$ cat config.mk
export PLATFORM = sky130hd
export DESIGN_NAME = tif_flags
export DESIGN_NICKNAME = d
export VERILOG_FILES = /design/src/rtl/tif_pkg.sv /design/src/rtl/tif_set_select.sv /design/src/rtl/tif_flag_cell.sv /design/src/rtl/tif_irq_gate.sv /design/src/rtl/tif_flags.sv
export SDC_FILE = /design/constraint.sdc
export NUM_CORES = 1
export LEC_CHECK = 0
export BUFFER_PORTS_ARGS = -buffer_cell sky130_fd_sc_hd__buf_2
export CAP_MARGIN = 10
export CORE_AREA = 2 2 39 41
export DETAILED_ROUTE_END_ITERATION = 7
export DIE_AREA = 0 0 41 43
export PLACE_DENSITY = 0.3
export SLEW_MARGIN = 20
export SYNTH_ARGS = -nofsm -noshare
export SYNTH_HDL_FRONTEND = slang
export SYNTH_SLANG_ARGS = --single-unit
$ cat constraint.sdc
create_clock -name clk -period 1.2 [get_ports clk]
set_clock_uncertainty 0.15 [all_clocks]
set_input_delay 0.06 -clock clk [delete_from_list [all_inputs] [get_ports clk]]
set_output_delay 0.06 -clock clk [all_outputs]
set_load 0.1 [all_outputs]
$ cat src/rtl/tif_pkg.sv
package tif_pkg;
    localparam int NUM_FLAGS = 2;
    localparam int OVF_BIT   = 0;
    localparam int CMP_BIT   = 1;

    typedef enum logic {
        FLAG_CLEAR = 1'b0,
        FLAG_SET   = 1'b1
    } flag_state_e;
endpackage

$ cat src/rtl/tif_set_select.sv
module tif_set_select (
    input  logic clk,
    input  logic rst_n,
    input  logic dual_slope_mode,
    input  logic wrap_evt,
    input  logic bottom_turn_evt,
    output logic ovf_set
);
    always_comb begin
        ovf_set = dual_slope_mode ? bottom_turn_evt : wrap_evt;
    end

    // in single-slope mode a bottom turn alone never sets the flag
    a_r2_turn_ignored: assert property (@(posedge clk) disable iff (!rst_n)
        (!dual_slope_mode && !wrap_evt) |-> !ovf_set);

    // in dual-slope mode a wrap alone never sets the flag
    a_r3_wrap_ignored: assert property (@(posedge clk) disable iff (!rst_n)
        (dual_slope_mode && !bottom_turn_evt) |-> !ovf_set);
endmodule

$ cat src/rtl/tif_flag_cell.sv
module tif_flag_cell
    import tif_pkg::*;
(
    input  logic clk,
    input  logic rst_n,
    input  logic set_i,
    input  logic clr_i,
    output logic pending_o
);
    flag_state_e state_q, state_d;

    always_comb begin
        state_d = state_q;
        unique case (state_q)
            FLAG_CLEAR: if (set_i) state_d = FLAG_SET;
            FLAG_SET:   if (clr_i && !set_i) state_d = FLAG_CLEAR;
            default:    state_d = FLAG_CLEAR;
        endcase
    end

    always_ff @(posedge clk) begin
        if (!rst_n) state_q <= FLAG_CLEAR;
        else        state_q <= state_d;
    end

    always_comb begin
        pending_o = (state_q == FLAG_SET);
    end

    // a set event always leaves the flag set
    a_r7_set_wins: assert property (@(posedge clk) disable iff (!rst_n)
        set_i |=> pending_o);

    // a clear without a set empties the flag
    a_r5_clear_takes: assert property (@(posedge clk) disable iff (!rst_n)
        (clr_i && !set_i) |=> !pending_o);

    // no event, no change
    a_r9_hold: assert property (@(posedge clk) disable iff (!rst_n)
        (!set_i && !clr_i) |=> $stable(pending_o));
endmodule

$ cat src/rtl/tif_irq_gate.sv
module tif_irq_gate
    import tif_pkg::*;
(
    input  logic                 clk,
    input  logic                 rst_n,
    input  logic                 global_ie,
    input  logic [NUM_FLAGS-1:0] flag_ie,
    input  logic [NUM_FLAGS-1:0] flag_q,
    output logic [NUM_FLAGS-1:0] irq
);
    for (genvar g = 0; g < NUM_FLAGS; g++) begin : g_gate
        always_comb begin
            irq[g] = global_ie & flag_ie[g] & flag_q[g];
        end

        // a request never appears without its stored flag
        a_r8_irq_needs_flag: assert property (@(posedge clk) disable iff (!rst_n)
            irq[g] |-> flag_q[g]);
    end
endmodule

$ cat src/rtl/tif_flags.sv
module tif_flags
    import tif_pkg::*;
(
    input  logic       clk,
    input  logic       rst_n,
    input  logic       wrap_evt,
    input  logic       match_evt,
    input  logic       bottom_turn_evt,
    input  logic       dual_slope_mode,
    input  logic       ovf_ie,
    input  logic       cmp_ie,
    input  logic       global_ie,
    input  logic       flag_wr_en,
    input  logic [1:0] flag_wr_data,
    input  logic       ovf_ack,
    input  logic       cmp_ack,
    output logic [1:0] flag_rd,
    output logic       ovf_irq,
    output logic       cmp_irq
);
    logic                 ovf_set;
    logic [NUM_FLAGS-1:0] set_vec, ack_vec, clr_vec, ie_vec, pend_vec, irq_vec;

    tif_set_select u_sel (
        .clk             (clk),
        .rst_n           (rst_n),
        .dual_slope_mode (dual_slope_mode),
        .wrap_evt        (wrap_evt),
        .bottom_turn_evt (bottom_turn_evt),
        .ovf_set         (ovf_set)
    );

    always_comb begin
        set_vec          = '0;
        ack_vec          = '0;
        ie_vec           = '0;
        set_vec[OVF_BIT] = ovf_set;
        set_vec[CMP_BIT] = match_evt;
        ack_vec[OVF_BIT] = ovf_ack;
        ack_vec[CMP_BIT] = cmp_ack;
        ie_vec[OVF_BIT]  = ovf_ie;
        ie_vec[CMP_BIT]  = cmp_ie;
        clr_vec          = ack_vec | (flag_wr_en ? flag_wr_data : '0);
    end

    for (genvar f = 0; f < NUM_FLAGS; f++) begin : g_flag
        tif_flag_cell u_cell (
            .clk       (clk),
            .rst_n     (rst_n),
            .set_i     (set_vec[f]),
            .clr_i     (clr_vec[f]),
            .pending_o (pend_vec[f])
        );
    end

    tif_irq_gate u_gate (
        .clk       (clk),
        .rst_n     (rst_n),
        .global_ie (global_ie),
        .flag_ie   (ie_vec),
        .flag_q    (pend_vec),
        .irq       (irq_vec)
    );

    always_comb begin
        flag_rd = pend_vec;
        ovf_irq = irq_vec[OVF_BIT];
        cmp_irq = irq_vec[CMP_BIT];
    end

    // reset leaves both flags empty
    a_r1_reset_clear: assert property (@(posedge clk)
        !rst_n |=> (flag_rd == 2'b00));

    // a compare match is visible one edge later
    a_r4_match_sets: assert property (@(posedge clk) disable iff (!rst_n)
        match_evt |=> flag_rd[CMP_BIT]);

    // an acknowledge with no set clears the overflow flag
    a_r6_ovf_ack: assert property (@(posedge clk) disable iff (!rst_n)
        (ovf_ack && !ovf_set) |=> !flag_rd[OVF_BIT]);
endmodule

## Word level (Yosys, flattened, before mapping)

Cells that the tools add are included.

| storage, ports and cells | value |
|---|---|
| register bits | 2 |
| bits in latches | 0 |
| memory bits (writable) | 0 |
| bits in read-only memories | 0 |
| input bits | 14 |
| output and inout port bits | 4 |
| logic and storage cells | 21 |
| memories | 0 |

| operators by class | value |
|---|---|
| $add $sub $neg | 0 |
| multipliers | 0 |
| div/mod/pow operators | 0 |
| magnitude comparators | 0 |
| equal/unequal tests | 0 |
| shifts and indexed selects | 0 |
| muxes and demuxes | 8 |
| bitwise operators | 7 |
| reduce and logical (&&, ||, !) cells | 4 |

Operators by type and width:

| operator | count |
|---|---|
| two-way mux 1 bit | 5 |
| AND 1 bit | 4 |
| case mux 1 bit (2 select lines) | 2 |
| logical AND 1 bit | 2 |
| logical NOT 1 bit | 2 |
| two-way mux 2 bit | 1 |
| inverter 1 bit | 2 |
| bitwise OR 2 bit | 1 |

## Logic depth before layout (Yosys ltp)

| logic depth | value |
|---|---|
| word-level depth | 5 |
| gate-level depth with buffers | 3 |
| depth with buffers taken out | 3 |

## Modules after synthesis

A second synthesis with hierarchy kept.

| unflattened totals | value |
|---|---|
| cell total of the unflattened synthesis | 11 |
| area, all modules | 125.1 um^2 |

By module, submodules not included:

| module | instances | cells each | area each (um^2) | sequential area each (um^2) |
|---|---|---|---|---|
| tif_flag_cell | 2 | 3 | 41.3 | 20.0 |
| tif_flags | 1 | 2 | 15.0 | 0.0 |
| tif_set_select | 1 | 1 | 15.0 | 0.0 |
| tif_irq_gate | 1 | 2 | 12.5 | 0.0 |

## Worst setup path before layout

No wires, ideal clock.

| timing | value |
|---|---|
| path type | register to output |
| start point | register g_flag[0].u_cell.state_q |
| end point | output ovf_irq |
| arrival time | 1.109 ns |
| required time | 0.990 ns |
| slack | -0.119 ns |
| stages on the path, launching flop included | 2 |
| path buffers | 0 |
| path through | dfxtp_1 -> and3_1 |

| between the ends | value |
|---|---|
| word-level cells in the longest chain between the ends | 1 |

RTL lines:

| element | RTL line | RTL |
|---|---|---|
| start, declared | tif_flag_cell.sv:10 | `flag_state_e state_q, state_d;` |
| start signal, assigned | tif_flag_cell.sv:23 | `else state_q <= state_d;` |
| AND 1 bit | tif_irq_gate.sv:13 | `irq[g] = global_ie & flag_ie[g] & flag_q[g];` |
| end, declared | tif_flags.sv:18 | `output logic ovf_irq,` |

No other way between the ends.

## Worst setup path in the final report

Same ends and word-level chain as after synthesis.

==> impl_metrics.json <==
{
  "design_area_um2": 328,
  "violations": "negative hold slack",
  "synth_top_area_share": 0.333,
  "die_x_um": 41,
  "synth_edf_count": 0,
  "place.gp.congestion": 0.579,
  "critPathMaxFanout": 3,
  "comb_power_share": 0.347,
  "r2r-start": "g_flag[1].u_cell.pending_o",
  "row_count": 14,
  "place_ws_ns": 0.207,
  "fin_crit_ns": 1.17,
  "power.internal_mw": 0.238,
  "io_buffers": 17,
  "coreArea_mm2": 0.00138,
  "p_switching_mw": 0.112,
  "worst_ep_arrival_time_ns": 0.96,
  "yosysWarnings": 0,
  "final.period_utilization": 0.978,
  "grt_pass1_wl_um": 593,
  "p_leak_nw": 0.158,
  "cp-startpoint": "g_flag[0].u_cell.pending_o",
  "worstSetupEndpointType": "primary output",
  "wirelength_um": 445,
  "cts_setup_buffers": 0,
  "syn_area_per_cell_um2": 9.24,
  "status": "complete, but fails checks",
  "dr.pass1.iters": 1,
  "final_util": 0.237,
  "drt_iter0_drc": 0,
  "clockBufferDepth": 2,
  "antenna_found_initial": 0,
  "syn_area_um2": 120,
  "grt_usage": 0.0571,
  "grt_pass1_vias": 153,
  "synth_ff_type": "dfxtp_1",
  "p_clk_frac": 0.429,
  "max_freq_ghz": 0.852,
  "via_count": 173,
  "drv_cap": 0,
  "rrSetupSlack_ns": 0.33,
  "grt_remaining_overflow": 0,
  "swShare": 0.321,
  "finalSetupViolCount": 0,
  "clkTransAtPathRegs_ns": 0.03,
  "cts_sinks": 2,
  "h-tree-depth": 1,
  "maxSlewViolCount": 0,
  "cts_root_buf": "clkbuf_4",
  "synthTopCellsByArea": "dfxtp_1 33%, buf_4 13%, a211oi_2 10%",
  "synthTopCellsByCount": "2 x and3_1, 2 x buf_4, 2 x dfxtp_1",
  "die_h_um": 43,
  "cts_buffers": 3,
  "ant_nets": 0,
  "final.setup.worst_slack_ns": 0.0263,
  "via_per_inst": 3.46,
  "layout.nets": 50,
  "min_from": "flag_wr_data[0]",
  "worstSetupPathType": "register to primary output",
  "whs_ns": -0.00269,
  "power_frac_seq": 0.224,
  "ir_worst_vdd_mv": 0.224,
  "initial_core_util": 0.0868,
  "synth_fp_nets": 27,
  "grt_max_degree": 4,
  "hold_violations": 1,
  "slew_headroom": 0.899,
  "drc": 0,
  "yosysTopAreaCell": "dfxtp_1",
  "seq_area_frac_synth": 0.333,
  "rsz0062_at_grt": "no",
  "areaGrowthSynthToFinish_pct": 173,
  "drive_above_1_share": 0.735,
  "syn_inst": 13,
  "ioPinCount": 18,
  "ys_async_sr_fraction": 0,
  "post_drt_wl_per_cell_um": 8.90,
  "layout.cells.non_filler": 50,
  "placed_area_um2": 273,
  "ys_types": 10,
  "placed_cells": 44,
  "worst_slew_pin_slew_ns": 0.151,
  "power_density_mw_per_mm2": 1070,
  "insertedDiodeCount": 0,
  "synth.ff_latch_count": 2,
  "p_total_mw": 0.351,
  "largest_reg_flops": 2,
  "clk_latency_ns": 0.22,
  "die_area_mm2": 0.00176,
  "worstSetupStartpointType": "register",
  "hold_path_class": "input port to register",
  "crit_required_ns": 0.99,
  "tns_ns": 0,
  "cts_tree": "done"
}
critical path, cell delays in order (launching register included):
cell     delay (ns)
dfxtp_2        0.35
and3_2         0.22
buf_12         0.17
layout make-up:
class	count	area, µm²
fillers	158	1060
clock buffers	3	22.5
well taps	16	20.0
multi-input cells	8	63.8
inverters	1	3.75
flip-flops and latches	2	42.5
repair buffers	20	175
per-layer routing:
metal	routed length, µm	GRT usage	vias to the layer above
met2	183	0.0656	16
met1	169	0.0573	69
met3	76	0.0314	2
met4	17	0.0800	0
met5	0	0	-
li1	-	-	86
power by group through the flow:
stage	registers, mW	clock network [mW]	logic [mW]
final	0.0785	0.150	0.122
after CTS	0.0787	0.156	0.123
after floorplan	0.0750	0	0.0687
after global placement	0.0782	0	0.115
after global routing	0.0794	0.157	0.128
after detailed placement	0.0785	0	0.115
path summary, 6_finish.rpt:
| kind | end | depth (start not counted) |
|---|---|---|
| hold / removal | g_flag[0].u_cell.pending_o | 4 |
| setup reg to reg | g_flag[1].u_cell.pending_o | 3 |
| setup / recovery | ovf_irq | 2 |
| hold reg to reg | g_flag[0].u_cell.pending_o | 2 |
placed cells by master (no fill, tap or decap), types with 2 or more instances in the layout:
cell	Yosys	final
dlygate4sd3_1	0	3
buf_12	0	4
and3_2	0	2
buf_2	0	13
dfxtp_2	0	2
clkbuf_4	0	3
kinds of logic (layout without fill, tap and decap cells):
group	Yosys count	after routing	share of synthesized area
mux	1	1	0.0833
buf+inv	3	24	0.156
flops	2	2	0.333
compound gates	3	3	0.229
simple gates	4	4	0.198
what timing repair did:
item | CTS | global route
hold buffers | 3 | 0
endpoints found under the setup margin | 2 | 0
hold endpoints to repair | 2 | 0
resized for setup | 2 | 0
No activity file was read; power rests on OpenSTA's default activity.
